## config.mk

```make
export PLATFORM = sky130hd
export DESIGN_NAME = corr_array
export DESIGN_NICKNAME = d
export VERILOG_FILES = /design/src/rtl/corr_pkg.sv /design/src/rtl/corr_coef_bank.sv /design/src/rtl/corr_delay.sv /design/src/rtl/corr_cmul.sv /design/src/rtl/corr_cell.sv /design/src/rtl/corr_array.sv
export SDC_FILE = /design/constraint.sdc
export NUM_CORES = 2
export LEC_CHECK = 0
export ABC_CLOCK_PERIOD_IN_PS = 8600
export BUFFER_PORTS_ARGS = -buffer_cell sky130_fd_sc_hd__buf_2
export CORE_MARGIN = 2
export CORE_UTILIZATION = 30
export CTS_CLUSTER_DIAMETER = 60
export CTS_CLUSTER_SIZE = 16
export DETAILED_ROUTE_END_ITERATION = 16
export MAX_ROUTING_LAYER = met4
export PLACE_DENSITY = 0.45
export SETUP_SLACK_MARGIN = 0.3
export SLEW_MARGIN = 25
export SYNTH_ARGS = -nofsm -noshare
export SYNTH_HDL_FRONTEND = slang
export SYNTH_SLANG_ARGS = --single-unit
```

## constraint.sdc

```tcl
create_clock -name clk -period 8.6 [get_ports clk]
set_input_delay 1.72 -clock clk [delete_from_list [all_inputs] [get_ports clk]]
set_output_delay 1.72 -clock clk [all_outputs]
set_load 0.02 [all_outputs]
```

## src/rtl/corr_pkg.sv

```systemverilog
package corr_pkg;

  // Action broadcast to every cell each clock
  typedef enum logic [1:0] {
    ACT_HOLD  = 2'd0,
    ACT_STEP  = 2'd1,
    ACT_SHIFT = 2'd2
  } cell_act_e;

  localparam int unsigned SMP_W_DEF = 4;
  localparam int unsigned ACC_W_DEF = 18;

  // Read position inside cell k's ring, chosen so that every cell
  // reads the same row for the output sample its product belongs to.
  function automatic int unsigned tap_slot(input int unsigned k,
                                           input int unsigned last,
                                           input int unsigned n);
    return (last - k) % n;
  endfunction

endpackage

```

## src/rtl/corr_coef_bank.sv

```systemverilog
module corr_coef_bank
  import corr_pkg::*;
#(
  parameter int unsigned N  = 4,
  parameter int unsigned K  = 5,
  parameter int unsigned SW = SMP_W_DEF
) (
  input  logic                 clk,
  input  logic                 rst,
  input  cell_act_e            act,
  input  logic signed [SW-1:0] sin_re,
  input  logic signed [SW-1:0] sin_im,
  output logic signed [SW-1:0] tap_re [K],
  output logic signed [SW-1:0] tap_im [K]
);

  localparam int unsigned WW = 2 * SW;

  logic [WW-1:0] ring [K][N];

  // Loading shifts one long chain through all cells; a step rotates
  // each cell's column by one slot.
  always_ff @(posedge clk) begin
    if (rst) begin
      for (int k = 0; k < K; k++)
        for (int i = 0; i < N; i++)
          ring[k][i] <= '0;
    end else if (act == ACT_SHIFT) begin
      for (int k = 0; k < K; k++)
        for (int i = 0; i < N; i++) begin
          if (i != N - 1)
            ring[k][i] <= ring[k][(i + 1) % N];
          else if (k == 0)
            ring[k][i] <= {sin_re, sin_im};
          else
            ring[k][i] <= ring[(k + K - 1) % K][0];
        end
    end else if (act == ACT_STEP) begin
      for (int k = 0; k < K; k++)
        for (int i = 0; i < N; i++)
          ring[k][i] <= ring[k][(i + 1) % N];
    end
  end

  for (genvar gk = 0; gk < K; gk++) begin : g_tap
    localparam int unsigned TAP = tap_slot(gk, K - 1, N);
    assign tap_re[gk] = ring[gk][TAP][WW-1:SW];
    assign tap_im[gk] = ring[gk][TAP][SW-1:0];
  end

endmodule

```

## src/rtl/corr_delay.sv

```systemverilog
module corr_delay #(
  parameter int unsigned DEPTH = 3,
  parameter int unsigned W     = 8
) (
  input  logic         clk,
  input  logic         rst,
  input  logic         en,
  input  logic [W-1:0] din,
  output logic [W-1:0] dout
);

  localparam int unsigned PW = (DEPTH > 1) ? $clog2(DEPTH) : 1;

  logic [W-1:0]  mem [DEPTH];
  logic [PW-1:0] wp;

  // Read-before-write circular buffer: the slot about to be written
  // holds the value written DEPTH accepted steps earlier.
  assign dout = mem[wp];

  always_ff @(posedge clk) begin
    if (rst) begin
      wp <= '0;
      for (int i = 0; i < DEPTH; i++)
        mem[i] <= '0;
    end else if (en) begin
      mem[wp] <= din;
      wp      <= (wp == PW'(DEPTH - 1)) ? '0 : wp + 1'b1;
    end
  end

endmodule

```

## src/rtl/corr_cmul.sv

```systemverilog
module corr_cmul #(
  parameter int unsigned SW = 4
) (
  input  logic signed [SW-1:0] a_re,
  input  logic signed [SW-1:0] a_im,
  input  logic signed [SW-1:0] b_re,
  input  logic signed [SW-1:0] b_im,
  output logic signed [2*SW:0] p_re,
  output logic signed [2*SW:0] p_im
);

  localparam int unsigned HW = 2 * SW;

  logic signed [HW-1:0] rr, ii, ri, ir;

  assign rr = a_re * b_re;
  assign ii = a_im * b_im;
  assign ri = a_re * b_im;
  assign ir = a_im * b_re;

  assign p_re = {rr[HW-1], rr} - {ii[HW-1], ii};
  assign p_im = {ri[HW-1], ri} + {ir[HW-1], ir};

endmodule

```

## src/rtl/corr_cell.sv

```systemverilog
module corr_cell #(
  parameter int unsigned SW = 4,
  parameter int unsigned AW = 18
) (
  input  logic                 clk,
  input  logic                 rst,
  input  logic                 step,
  input  logic signed [SW-1:0] d_re,
  input  logic signed [SW-1:0] d_im,
  input  logic signed [SW-1:0] c_re,
  input  logic signed [SW-1:0] c_im,
  input  logic signed [AW-1:0] pin_re,
  input  logic signed [AW-1:0] pin_im,
  output logic signed [AW-1:0] pout_re,
  output logic signed [AW-1:0] pout_im
);

  localparam int unsigned PW = 2 * SW + 1;

  logic signed [PW-1:0] prod_re, prod_im;
  logic signed [AW-1:0] ext_re,  ext_im;

  corr_cmul #(.SW(SW)) u_mul (
    .a_re (d_re),
    .a_im (d_im),
    .b_re (c_re),
    .b_im (c_im),
    .p_re (prod_re),
    .p_im (prod_im)
  );

  assign ext_re = {{(AW-PW){prod_re[PW-1]}}, prod_re};
  assign ext_im = {{(AW-PW){prod_im[PW-1]}}, prod_im};

  always_ff @(posedge clk) begin
    if (rst) begin
      pout_re <= '0;
      pout_im <= '0;
    end else if (step) begin
      pout_re <= pin_re + ext_re;
      pout_im <= pin_im + ext_im;
    end
  end

endmodule

```

## src/rtl/corr_array.sv

```systemverilog
module corr_array
  import corr_pkg::*;
#(
  parameter int unsigned N  = 4,
  parameter int unsigned M  = 2,
  parameter int unsigned SW = SMP_W_DEF,
  parameter int unsigned AW = ACC_W_DEF
) (
  input  logic                 clk,
  input  logic                 rst,
  input  logic                 smp_valid,
  input  logic signed [SW-1:0] smp_re,
  input  logic signed [SW-1:0] smp_im,
  input  logic                 coef_shift,
  input  logic signed [SW-1:0] coef_re,
  input  logic signed [SW-1:0] coef_im,
  output logic                 pix_valid,
  output logic signed [AW-1:0] pix_re,
  output logic signed [AW-1:0] pix_im
);

  localparam int unsigned K  = 2 * M + 1;
  localparam int unsigned WW = 2 * SW;
  localparam int unsigned DD = N - 1;

  cell_act_e act;
  logic      step;

  // Loading has priority: a sample offered with a shift is dropped.
  assign act  = coef_shift ? ACT_SHIFT : (smp_valid ? ACT_STEP : ACT_HOLD);
  assign step = (act == ACT_STEP);

  logic signed [SW-1:0] tap_re [K];
  logic signed [SW-1:0] tap_im [K];
  logic [WW-1:0]        dbus   [K];
  logic signed [AW-1:0] ps_re  [K];
  logic signed [AW-1:0] ps_im  [K];

  corr_coef_bank #(.N(N), .K(K), .SW(SW)) u_bank (
    .clk    (clk),
    .rst    (rst),
    .act    (act),
    .sin_re (coef_re),
    .sin_im (coef_im),
    .tap_re (tap_re),
    .tap_im (tap_im)
  );

  // Samples enter the highest cell and move towards cell 0.
  assign dbus[K-1] = {smp_re, smp_im};

  for (genvar gk = 0; gk < K; gk++) begin : g_cell
    logic signed [AW-1:0] pin_re, pin_im;

    if (gk == 0) begin : g_head
      assign pin_re = '0;
      assign pin_im = '0;
    end else begin : g_link
      assign pin_re = ps_re[gk-1];
      assign pin_im = ps_im[gk-1];

      corr_delay #(.DEPTH(DD), .W(WW)) u_dly (
        .clk  (clk),
        .rst  (rst),
        .en   (step),
        .din  (dbus[gk]),
        .dout (dbus[gk-1])
      );
    end

    corr_cell #(.SW(SW), .AW(AW)) u_cell (
      .clk     (clk),
      .rst     (rst),
      .step    (step),
      .d_re    (dbus[gk][WW-1:SW]),
      .d_im    (dbus[gk][SW-1:0]),
      .c_re    (tap_re[gk]),
      .c_im    (tap_im[gk]),
      .pin_re  (pin_re),
      .pin_im  (pin_im),
      .pout_re (ps_re[gk]),
      .pout_im (ps_im[gk])
    );
  end

  assign pix_re = ps_re[K-1];
  assign pix_im = ps_im[K-1];

  always_ff @(posedge clk) begin
    if (rst) pix_valid <= 1'b0;
    else     pix_valid <= step;
  end

endmodule

```

==> impl_results.md <==
- Initial antenna violation count: 2
- Count of cell types in the netlist: 64
- Status: completed
- Largest family of logic cells by synthesized area: adder cells
- # IOs: 57
- Maxcap violations: 0
- Hold_ws: roughly 0.45 ns
- CP startpoint kind: flop
- Tmin final: a little under 7 ns
- Peak supply drop: between 0.0002 and 0.00025 V
- Synth warn: 0
- Core ar.: about 130,000 µm²
- DRT iter0 DRCs: roughly 1,400
- Leading post-synthesis cells by cell area: fa_1 (25%), edfxtp_1 (22%), ha_1 (12%)
- H-tree levels: 2
- Die width: 364 µm
- Vias: about 25,000
- Most frequent cell after synthesis: inv_1
- Final setup viols: 0
- DP Area: 41,200 µm²
- Filler-free cell count of the finished design: 5,462
- Clock Sinks: 451
- CTS Buf Count: 50
- Pin count of the biggest net entering global routing: about 150
- Fin. Hold Viols: 0
- DR pass1 iterations: 5
- RSZ-0062 raised after global routing: false
- CTS Buffer Depth: 3
- Total die area: between 100,000 and 150,000 µm²
- Simple-gate share of the synthesized area: 0.121
- Post-synth EDFFs: 288
- Critical path type: reg2reg
- Clk root buf: clkbuf_16
- Syn nets: 4,539
- Fin. max-slew vios: 0
- Placed cells: 5,374
- DP HPWL: 73.3 mm
- CP endpoint kind: flop
- PD cells: 277 nW/µm²
- Row cnt: about 130
- Fillers: roughly 13,000
- Cell Area, Synth: ~39,000 µm²
- Register area share after synthesis: 0.306
- Area fraction in compound gates after synthesis: 0.0752
- IO Port Bufs: 56
- Worst-skew pair later-pin latency: approximately 0.63 ns
- Fmax: around 0.15 GHz
- Pleak: 0.0198 µW
- CP arrival: 7.34 ns
- Area growth, synth to finish: 10.3%
- Synthesis-stage register bit count: roughly 450
- Cells after synthesis: 3,665
- Area share of the largest cell type after synthesis: 0.252
- Post-route cell area: between 40,000 and 50,000 µm²
- Initial Utilization: 0.301
- Wire length of the first global-routing pass: 155 mm
- Chip Height: 364 µm
- Total wire length: roughly 96 mm
- Gr ovfl total: 0
- Fraction of registers with async set or reset after synthesis: 0
- Adder-cell share of the synthesized area: 0.369
- Tcrit/Tclk final: 0.798
- Max transition margin: 0.362
- GRT Resource Usage Total: 0.155
- CTS hold repair buffers: 0
- Share of layout cells above drive strength 1: 0.0567
- Nets: 4,558
- RePlAce Congestion: ~0.80
- Fin util: 0.333
- Worst-path maximum fanout: 9
- DRC errors left: 0
- Reg2reg setup slack: 1.74 ns
- Skew final: roughly 0.023 ns
- Post-DRT Antenna Nets: 0
- Post-CTS setup buffer count: 0
- Ant. Diodes: 0
- Avg WL per Cell: 17.5 µm
- CP required: 9.09 ns
- Number of global-route vias before repair: roughly 26,000
- CTS resizes: 0
- Synth top cells by count: inv_1 (625), fa_1 (491), ha_1 (363)
- Main synth FF type: edfxtp_1
- Via/cell ratio: 4.49
- Mean area per synthesized cell: 10.6 µm²
- Worst-Margin Slew: between 0.9 and 1 ns
- Clk slew on worst S/H paths: roughly 0.07 ns
- Hold crit path type: reg2reg
- Post-synth top area cell: fa_1
- Setup TNS: 0 ns
- XOR/XNOR share of the synthesized area: 0.0362
- CTS tree: yes
- Post-synthesis mux area share: 0.0211
==> registers in the layout, summed over array words and instances (netlist names), named ones only <==
name and flops:
g_cell.u_cell.pout_im 73, g_cell.u_cell.pout_re 73, pix_valid 1, g_cell.g_link.u_dly.wp 8
g_cell.g_link.u_dly.mem 128, u_bank.ring 160
==> kinds of logic after synthesis <==
family,Yosys count
fa+ha+maj,854
buf+inv,740
flops,451
xor+xnor,161
compound gates,461
simple gates,957
mux,41
==> layout make-up <==
cell class                 count  area [µm²]  area share
clock buffer                  59        1320      0.0306
clock inverter                29         422     0.00982
inverter                     627        2350      0.0548
multi-input combinational   2474       24300       0.565
sequential                   451       11900       0.277
tap                         1742        2180      0.0507
timing repair buffer          80         492      0.0114
==> critical path, cell delays in order (launching register included) <==
cell and delay (ns):
dfxtp_1 0.66, mux4_2 0.69, inv_1 0.20, nand2_1 0.13, fa_1 0.45, inv_1 0.07
fa_1 0.45, fa_1 0.93, inv_1 0.19, fa_1 0.48, fa_1 0.49, inv_1 0.05
ha_1 0.31, nand2_1 0.07, o21ai_0 0.15, o21ai_0 0.24, o31ai_1 0.55, nor3_1 0.08
a2111oi_0 0.38, a211oi_1 0.13
==> final timing paths <==
check / from / to / depth (start not counted)
worst max-delay path: flop / g_cell[3].u_cell.pout_re[17] / 19
worst min-delay path: g_cell[4].u_cell.pout_im[11] / g_cell[4].u_cell.pout_im[11] / 2
worst max register to register: flop / g_cell[3].u_cell.pout_re[17] / 19
worst min register to register: g_cell[4].u_cell.pout_im[11] / g_cell[4].u_cell.pout_im[11] / 2
==> through the flow <==
step / total power, µW / setup slack [ns]
after floorplan: 7840 / 1.86
after global placement: 9740 / 1.33
after global routing: 13100 / 1.03
after CTS: 12100 / 1.68
final: 11900 / 1.74
after detailed placement: 9670 / 1.35
==> power by group <==
group | switching, µW | internal (µW)
Sequential | 167 | 2510
Combinational | 4030 | 2870
Clock | 1020 | 1280
==> layout by cell type, fill, tap and decap left out, types with 8 or more instances in the layout <==
cell type,count
nand2b_1,17
a22o_1,38
a21oi_1,175
clkbuf_16,51
o31ai_1,8
o211ai_1,8
and3_1,8
edfxtp_1,288
o21a_1,18
nor2_1,162
nand3_1,14
a211oi_1,35
fa_1,491
nor3_1,22
nand3b_1,9
clkinv_8,8
buf_4,22
a21o_1,47
o21ai_0,70
inv_1,625
buf_2,55
nand2_1,343
ha_1,363
or2_2,9
a31oi_1,8
nor2b_1,153
and2_1,182
mux4_2,23
xnor2_1,110
o21bai_1,15
a2111oi_0,8
xor2_1,51
dfxtp_1,163
==> layer usage <==
metal / up-vias / GRT usage / part of all wire
met5: - / - / 0
met4: 0 / 0.0305 / 0.018
met3: 100 / 0.0208 / 0.036
met2: 300 / 0.246 / 0.47
met1: 12300 / 0.211 / 0.48
li1: 11900 / - / -
Note: power is estimated with default switching activity, not from simulation.
